===== config.mk =====
export PLATFORM = sky130hd
export DESIGN_NAME = morph_stream
export DESIGN_NICKNAME = d
export VERILOG_FILES = /design/src/rtl/morph_pkg.sv /design/src/rtl/morph_linebuf.sv /design/src/rtl/morph_seq.sv /design/src/rtl/morph_window.sv /design/src/rtl/morph_stream.sv
export SDC_FILE = /design/constraint.sdc
export NUM_CORES = 2
export LEC_CHECK = 0
export BUFFER_PORTS_ARGS = -buffer_cell sky130_fd_sc_hd__buf_2
export CORE_AREA = 2 2 479 481
export CTS_CLUSTER_SIZE = 12
export DETAILED_ROUTE_END_ITERATION = 10
export DIE_AREA = 0 0 481 483
export PLACE_DENSITY = 0.71
export RECOVER_POWER = 100
export SLEW_MARGIN = 20
export SYNTH_ARGS = -nofsm -noshare
export SYNTH_HDL_FRONTEND = slang
export SYNTH_HIERARCHICAL = 1
export SYNTH_SLANG_ARGS = --single-unit

===== constraint.sdc =====
create_clock -name clk -period 16.7 [get_ports clk]
set_clock_uncertainty 0.15 [all_clocks]
set_input_delay 0.835 -clock clk [delete_from_list [all_inputs] [get_ports clk]]
set_output_delay 0.835 -clock clk [all_outputs]
set_load 0.05 [all_outputs]

===== src/rtl/morph_pkg.sv =====
package morph_pkg;
  localparam int KSIZE = 9;
  localparam int HALF  = 4;
  localparam int NLINE = KSIZE - 1;

  typedef enum logic [1:0] {
    ST_IDLE  = 2'd0,
    ST_RUN   = 2'd1,
    ST_DRAIN = 2'd2
  } seq_state_t;
endpackage


===== src/rtl/morph_linebuf.sv =====
module morph_linebuf #(
  parameter int LEN = 320
) (
  input  logic clk,
  input  logic rst_n,
  input  logic shift_en,
  input  logic din,
  output logic dout
);
  localparam int AW = (LEN > 1) ? $clog2(LEN) : 1;

  logic [LEN-1:0] mem_q;
  logic [AW-1:0]  ptr_q;
  logic [AW-1:0]  ptr_d;

  always_comb begin
    ptr_d = ptr_q;
    if (shift_en) begin
      if (ptr_q == AW'(LEN - 1)) ptr_d = '0;
      else                       ptr_d = ptr_q + 1'b1;
    end
  end

  always_ff @(posedge clk or negedge rst_n) begin
    if (!rst_n) ptr_q <= '0;
    else        ptr_q <= ptr_d;
  end

  // storage: the old bit at the pointer leaves as the new one enters
  always_ff @(posedge clk) begin
    if (shift_en) mem_q[ptr_q] <= din;
  end

  assign dout = mem_q[ptr_q];


  ptr_range_chk: assert property (@(posedge clk) disable iff (!rst_n)
    ptr_q <= AW'(LEN - 1));
endmodule


===== src/rtl/morph_seq.sv =====
module morph_seq
  import morph_pkg::*;
#(
  parameter int IMG_W = 320,
  parameter int IMG_H = 240,
  parameter int XW    = $clog2(IMG_W),
  parameter int YW    = $clog2(IMG_H)
) (
  input  logic          clk,
  input  logic          rst_n,
  input  logic          adv,
  input  logic          in_valid,
  input  logic          in_sof,
  input  logic          in_bit,
  input  logic          mode_in,
  output logic          in_ready,
  output logic          step,
  output logic          push_bit,
  output logic          emit,
  output logic [XW-1:0] cx,
  output logic [YW-1:0] cy,
  output logic          mode_q
);
  localparam int NPIX  = IMG_W * IMG_H;
  localparam int OFF   = HALF * IMG_W + HALF;
  localparam int TOTAL = NPIX + OFF;
  localparam int PW    = $clog2(TOTAL + 1);

  seq_state_t    state_q, state_d;
  logic [PW-1:0] pos_q, pos_d;
  logic [XW-1:0] cx_q, cx_d;
  logic [YW-1:0] cy_q, cy_d;
  logic          mode_d;
  logic          start;

  always_comb begin
    in_ready = adv && (state_q != ST_DRAIN);
    start    = (state_q == ST_IDLE) && in_valid && in_sof;
    step     = adv && (((state_q == ST_RUN) && in_valid) ||
                       ((state_q == ST_IDLE) && in_valid && in_sof) ||
                       (state_q == ST_DRAIN));
    push_bit = (state_q == ST_DRAIN) ? 1'b0 : in_bit;
    emit     = step && (pos_q >= PW'(OFF));
  end

  always_comb begin
    state_d = state_q;
    pos_d   = pos_q;
    cx_d    = cx_q;
    cy_d    = cy_q;
    mode_d  = mode_q;
    if (step) begin
      unique case (state_q)
        ST_IDLE: begin
          pos_d   = PW'(1);
          state_d = ST_RUN;
          mode_d  = mode_in;
          cx_d    = '0;
          cy_d    = '0;
        end
        ST_RUN: begin
          pos_d = pos_q + 1'b1;
          if (pos_q == PW'(NPIX - 1)) state_d = ST_DRAIN;
        end
        default: begin
          if (pos_q == PW'(TOTAL - 1)) begin
            pos_d   = '0;
            state_d = ST_IDLE;
          end else begin
            pos_d = pos_q + 1'b1;
          end
        end
      endcase
      if (emit) begin
        if (cx_q == XW'(IMG_W - 1)) begin
          cx_d = '0;
          cy_d = cy_q + 1'b1;
        end else begin
          cx_d = cx_q + 1'b1;
        end
      end
    end
  end

  always_ff @(posedge clk or negedge rst_n) begin
    if (!rst_n) begin
      state_q <= ST_IDLE;
      pos_q   <= '0;
      cx_q    <= '0;
      cy_q    <= '0;
      mode_q  <= 1'b0;
    end else begin
      state_q <= state_d;
      pos_q   <= pos_d;
      cx_q    <= cx_d;
      cy_q    <= cy_d;
      mode_q  <= mode_d;
    end
  end

  assign cx = cx_q;
  assign cy = cy_q;


  centre_row_chk: assert property (@(posedge clk) disable iff (!rst_n)
    emit |-> (cy_q <= YW'(IMG_H - 1)) && (cx_q <= XW'(IMG_W - 1)));


  drain_pos_chk: assert property (@(posedge clk) disable iff (!rst_n)
    (state_q == ST_DRAIN) |-> (pos_q >= PW'(NPIX)));
endmodule


===== src/rtl/morph_window.sv =====
module morph_window
  import morph_pkg::*;
#(
  parameter int IMG_W = 320,
  parameter int IMG_H = 240,
  parameter int XW    = $clog2(IMG_W),
  parameter int YW    = $clog2(IMG_H)
) (
  input  logic          clk,
  input  logic          rst_n,
  input  logic          adv,
  input  logic          step,
  input  logic          emit,
  input  logic          push_bit,
  input  logic [XW-1:0] cx,
  input  logic [YW-1:0] cy,
  input  logic          mode_q,
  output logic          res_valid,
  output logic          res_bit,
  output logic [XW-1:0] res_x,
  output logic [YW-1:0] res_y
);
  logic [NLINE-1:0] lb_out;
  logic [KSIZE-1:0] col_in;

  assign col_in = {lb_out, push_bit};

  genvar gk;
  generate
    for (gk = 0; gk < NLINE; gk++) begin : g_line
      morph_linebuf #(.LEN(IMG_W)) u_lb (
        .clk      (clk),
        .rst_n    (rst_n),
        .shift_en (step),
        .din      (col_in[gk]),
        .dout     (lb_out[gk])
      );
    end
  endgenerate

  // window: row k holds pixels k lines back, bit j holds j pixels back
  logic [KSIZE-1:0] win_q [KSIZE];

  generate
    for (gk = 0; gk < KSIZE; gk++) begin : g_win
      always_ff @(posedge clk) begin
        if (step) win_q[gk] <= {win_q[gk][KSIZE-2:0], col_in[gk]};
      end
    end
  endgenerate

  // stage 0 control: centre coordinate of the window contents
  logic          w_valid_q;
  logic [XW-1:0] wx_q;
  logic [YW-1:0] wy_q;

  always_ff @(posedge clk or negedge rst_n) begin
    if (!rst_n) begin
      w_valid_q <= 1'b0;
      wx_q      <= '0;
      wy_q      <= '0;
    end else if (adv) begin
      w_valid_q <= emit;
      if (emit) begin
        wx_q <= cx;
        wy_q <= cy;
      end
    end
  end

  // stage 1: masked per-row reduction
  logic [KSIZE-1:0] row_ok;
  logic [KSIZE-1:0] col_ok;
  logic [KSIZE-1:0] eff [KSIZE];
  logic [KSIZE-1:0] row_red;
  int               ry;
  int               rx;

  always_comb begin
    for (int k = 0; k < KSIZE; k++) begin
      ry        = int'(wy_q) + HALF - k;
      row_ok[k] = (ry >= 0) && (ry < IMG_H);
      rx        = int'(wx_q) + HALF - k;
      col_ok[k] = (rx >= 0) && (rx < IMG_W);
    end
    for (int k = 0; k < KSIZE; k++) begin
      eff[k] = mode_q ? (win_q[k] | ~col_ok) : (win_q[k] & col_ok);
      if (!row_ok[k])  row_red[k] = mode_q;
      else if (mode_q) row_red[k] = &eff[k];
      else             row_red[k] = |eff[k];
    end
  end

  logic             s1_valid_q;
  logic [KSIZE-1:0] s1_red_q;
  logic [XW-1:0]    s1_x_q;
  logic [YW-1:0]    s1_y_q;
  logic             s1_mode_q;

  always_ff @(posedge clk or negedge rst_n) begin
    if (!rst_n) begin
      s1_valid_q <= 1'b0;
      s1_red_q   <= '0;
      s1_x_q     <= '0;
      s1_y_q     <= '0;
      s1_mode_q  <= 1'b0;
    end else if (adv) begin
      s1_valid_q <= w_valid_q;
      s1_red_q   <= row_red;
      s1_x_q     <= wx_q;
      s1_y_q     <= wy_q;
      s1_mode_q  <= mode_q;
    end
  end

  // stage 2: column reduction
  logic          o_valid_q;
  logic          o_bit_q;
  logic [XW-1:0] o_x_q;
  logic [YW-1:0] o_y_q;
  logic          col_red;

  always_comb col_red = s1_mode_q ? (&s1_red_q) : (|s1_red_q);

  always_ff @(posedge clk or negedge rst_n) begin
    if (!rst_n) begin
      o_valid_q <= 1'b0;
      o_bit_q   <= 1'b0;
      o_x_q     <= '0;
      o_y_q     <= '0;
    end else if (adv) begin
      o_valid_q <= s1_valid_q;
      o_bit_q   <= col_red;
      o_x_q     <= s1_x_q;
      o_y_q     <= s1_y_q;
    end
  end

  assign res_valid = o_valid_q;
  assign res_bit   = o_bit_q;
  assign res_x     = o_x_q;
  assign res_y     = o_y_q;


  erode_centre_chk: assert property (@(posedge clk) disable iff (!rst_n)
    (adv && w_valid_q && mode_q && !win_q[HALF][HALF]) |=> !s1_red_q[HALF]);


  dilate_centre_chk: assert property (@(posedge clk) disable iff (!rst_n)
    (adv && w_valid_q && !mode_q && win_q[HALF][HALF]) |=> s1_red_q[HALF]);
endmodule


===== src/rtl/morph_stream.sv =====
module morph_stream
  import morph_pkg::*;
#(
  parameter int IMG_W = 320,
  parameter int IMG_H = 240
) (
  input  logic clk,
  input  logic rst_n,
  input  logic mode_erode,
  input  logic in_valid,
  output logic in_ready,
  input  logic in_bit,
  input  logic in_sof,
  output logic out_valid,
  input  logic out_ready,
  output logic out_bit,
  output logic out_sof,
  output logic out_eol,
  output logic out_eof
);
  localparam int XW   = $clog2(IMG_W);
  localparam int YW   = $clog2(IMG_H);
  localparam int NPIX = IMG_W * IMG_H;
  localparam int CW   = $clog2(NPIX);

  // reset: asserted asynchronously, released on the clock
  logic [1:0] rst_sync_q;
  logic       rst_int_n;

  always_ff @(posedge clk or negedge rst_n) begin
    if (!rst_n) rst_sync_q <= 2'b00;
    else        rst_sync_q <= {rst_sync_q[0], 1'b1};
  end
  assign rst_int_n = rst_sync_q[1];

  logic          adv;
  logic          step;
  logic          emit;
  logic          push_bit;
  logic [XW-1:0] cx;
  logic [YW-1:0] cy;
  logic          mode_q;
  logic          res_valid;
  logic          res_bit;
  logic [XW-1:0] res_x;
  logic [YW-1:0] res_y;

  assign adv = !res_valid || out_ready;

  morph_seq #(.IMG_W(IMG_W), .IMG_H(IMG_H), .XW(XW), .YW(YW)) u_seq (
    .clk      (clk),
    .rst_n    (rst_int_n),
    .adv      (adv),
    .in_valid (in_valid),
    .in_sof   (in_sof),
    .in_bit   (in_bit),
    .mode_in  (mode_erode),
    .in_ready (in_ready),
    .step     (step),
    .push_bit (push_bit),
    .emit     (emit),
    .cx       (cx),
    .cy       (cy),
    .mode_q   (mode_q)
  );

  morph_window #(.IMG_W(IMG_W), .IMG_H(IMG_H), .XW(XW), .YW(YW)) u_win (
    .clk       (clk),
    .rst_n     (rst_int_n),
    .adv       (adv),
    .step      (step),
    .emit      (emit),
    .push_bit  (push_bit),
    .cx        (cx),
    .cy        (cy),
    .mode_q    (mode_q),
    .res_valid (res_valid),
    .res_bit   (res_bit),
    .res_x     (res_x),
    .res_y     (res_y)
  );

  always_comb begin
    out_valid = res_valid;
    out_bit   = res_bit;
    out_sof   = (res_x == '0) && (res_y == '0);
    out_eol   = (res_x == XW'(IMG_W - 1));
    out_eof   = out_eol && (res_y == YW'(IMG_H - 1));
  end

  // checker counter: outputs handed over in the current frame
  logic [CW-1:0] out_cnt_q;

  always_ff @(posedge clk or negedge rst_int_n) begin
    if (!rst_int_n) out_cnt_q <= '0;
    else if (out_valid && out_ready) begin
      if (out_eof) out_cnt_q <= '0;
      else         out_cnt_q <= out_cnt_q + 1'b1;
    end
  end


  out_hold_chk: assert property (@(posedge clk) disable iff (!rst_int_n)
    (out_valid && !out_ready) |=> out_valid && $stable(out_bit) &&
      $stable(out_sof) && $stable(out_eol) && $stable(out_eof));


  frame_len_chk: assert property (@(posedge clk) disable iff (!rst_int_n)
    (out_valid && out_ready && out_eof) |-> (out_cnt_q == CW'(NPIX - 1)));


  frame_start_chk: assert property (@(posedge clk) disable iff (!rst_int_n)
    (out_valid && out_sof) |-> (out_cnt_q == '0));
endmodule


==> reports/metrics.yaml <==
status: "finished, violations left"
violations: "max-capacitance violations, max-slew violations"
crit_arrival_ns: 10.93
end_kind: "register"
synth_warnings: 6
max-clock-path-buffers: 4
max_freq_mhz: 97.3
drt_iter0_markers: 8942
postSynthCellCount: 9149
power_uw: 24900
grt_remaining_overflow: 0
placement.io_buffers: 12
cts_buffers: 311
wirelength_um: 281000
avgViaCountPerCell: 6.26
post-route-period-util: 0.615
coreArea_um2: 227000
die_height_um: 483
min_period_ns: 10.28
hold_buffers: 3
grt_pass1_wl_um: 436000
dieArea_um2: 232000
avgSynthCellArea_um2: 13.8
cp_num_buf_inv: 5
grt_pass1_vias: 75900
hp-class: "register to register"
final-hold-violation-count: 0
cp.required_ns: 17.35
ys_ff_latch: 2817
cts_tree: "yes"
netlist_area_um2: 126000
synthTopCellsByArea: "edfxtp_1 63%, mux4_2 8.6%, nor2_1 8.2%"
root_buffer: "clkbuf_16"
initial_core_util: 0.557
numClockSinks: 2817
cts_setup_buffers: 0
drive_gt1_frac: 0.117
setup_violations: 0
async_flop_share: 0.0625
vdd_drop_max_uv: 282
yosys.area.top_type_share: 0.628
cp_max_fo: 140
antenna_found_initial: 2
drc_errors: 0
first_pass_iters: 8
grt_max_degree: 322
cp_top_family: "buffers and inverters"
ys_seq_area_frac: 0.662
rsz0062_at_grt: "false"
num_io_pins: 13
slew-limit-headroom: -2.61
tightest_slew_ns: 5.41
slowest_delay_ns: 4.00
fin_hold_ws_ns: 0.200
htreeDepth: 5
post_cts_resize_count: 0
yosysTopAreaCell: "edfxtp_1"
globalRouteTotalUtil: 0.239
startpoint_type: "register"
drv_slew: 2186
via_count: 75700
placement_rows: 175
place_congestion: 0.857
cp_slowest_cell: "clkinvlp_2"
cap_violations: 51
die_w_um: 481
ys.flop_type: "edfxtp_1"
powerDensity_nw_per_um2: 182
synthToLayoutAreaGrowth_pct: 8.30
synth_fp_nets: 9224
synth_common_cells: "2745 x nor2_1, 2641 x edfxtp_1, 559 x clkbuf_1"
post-synth-top-count-cell: "nor2_1"
path_clk_slew_ns: 0.06
clock_latency_ns: 0.96
num-nets-final: 8952
ant_nets: 0
post_drt_wl_per_cell_um: 23.2
worstSetupPathType: "register to register"
worstPathCellList: "nand2b_2 -> clkbuf_1 -> nand2_1 -> clkinvlp_2 -> buf_4 -> buf_4 -> nand3_1 -> clkbuf_1 -> nor2_1 -> nand2_1 -> mux2i_1 -> a22o_1"
synth.distinct_cells: 107
synth_edf_count: 2641
dpl.hpwl_um: 158000
power_leakage_uw: 0.0420
post-route-util: 0.603
setup_tns_ns: 0
[registers in the layout (all words and copies together), names as in the netlist, 2 cells and up]
register and count:
u_seq/cx 9, u_win/s1_x_q 9, u_win/s1_y_q 8, u_win/s1_red_q 9
u_win/g_line.u_lb/ptr_q 72, u_win/g_line.u_lb/mem_q 2560, u_win/win_q 81, u_win/wx_q 9
u_seq/state_q 2, u_seq/pos_q 17, u_win/wy_q 8, u_win/res_y 8
u_win/res_x 9, rst_sync_q 2, u_seq/cy 8
[logic make-up after synthesis]
kind of cell / synth area share
compound gates: 0.0445
xor+xnor: 0.00437
fa+ha+maj: 0.00689
buf+inv: 0.0304
flops: 0.662
mux: 0.128
other cells: 0.0000297
simple gates: 0.123
[worst paths after layout]
| check | startpoint | slack (ns) | depth (start not counted) | end |
|---|---|---|---|---|
| setup / recovery | u_win/res_valid | 6.42 | 12 | u_win/g_line[4].u_lb/ptr_q[8] |
| hold / removal | rst_sync_q[0] | 0.20 | 0 | rst_sync_q[1] |
| setup reg to reg | u_win/res_valid | 6.42 | 12 | u_win/g_line[4].u_lb/ptr_q[8] |
| hold reg to reg | rst_sync_q[0] | 0.20 | 0 | rst_sync_q[1] |
| max in group asynchronous | rst_sync_q[1] | 13.54 | 1 | u_win/g_line[1].u_lb/ptr_q[0] |
| min in group asynchronous | rst_n | 0.59 | 3 | rst_sync_q[0] |
[stage by stage]
step	setup slack (ns)	cells	cell area, um2
4_1_cts	10.76	12100	137000
6_report	6.42	12100	137000
3_3_place_gp	10.66	11600	128000
5_1_grt	5.47	12100	137000
3_5_place_dp	10.51	11600	128000
2_1_floorplan	7.63	9149	126000
[power breakdown]
part           switching, uW  leakage, uW  internal [uW]
logic                   4930       0.0114           2360
registers                624       0.0261          10700
clock network           2600      0.00448           3690
total                   8160       0.0420          16800
[placed cells by master (no fill, tap or decap), types with 37 or more instances in the layout]
| cell | instances |
|---|---|
| nand3_1 | 218 |
| inv_1 | 70 |
| clkbuf_1 | 220 |
| nand4_1 | 56 |
| nand2_1 | 343 |
| buf_4 | 54 |
| mux4_1 | 105 |
| edfxtp_1 | 2641 |
| o21ai_0 | 73 |
| a21oi_1 | 160 |
| mux2i_1 | 186 |
| mux4_2 | 480 |
| clkinv_1 | 37 |
| nor3_1 | 49 |
| dfrtp_1 | 166 |
| mux2_2 | 65 |
| clkbuf_16 | 317 |
| nor2_1 | 2746 |
| nor2b_1 | 77 |
| xnor2_1 | 41 |
| a22oi_1 | 187 |
| ha_1 | 68 |
| a22o_1 | 54 |
[routing by layer]
layer  wire length, um  global-route usage  vias to the layer above
li1                  -                   -                    33300
met4              6880              0.0670                        2
met3             22000              0.0389                      520
met2            138000               0.390                     3167
met1            114000               0.336                    38600
met5                12                   0                        -
[final cells by class]
cell class                 count  area (um2)
fill                       17200       90000
sequential                  2817       83700
multi-input combinational   5484       38800
clock buffer                 442        8620
tap                         3009        3760
timing repair buffer         191        1110
clock inverter                76         567
inverter                      72         272
antenna                        1        2.50
No activity file was read; power rests on OpenSTA's default activity.
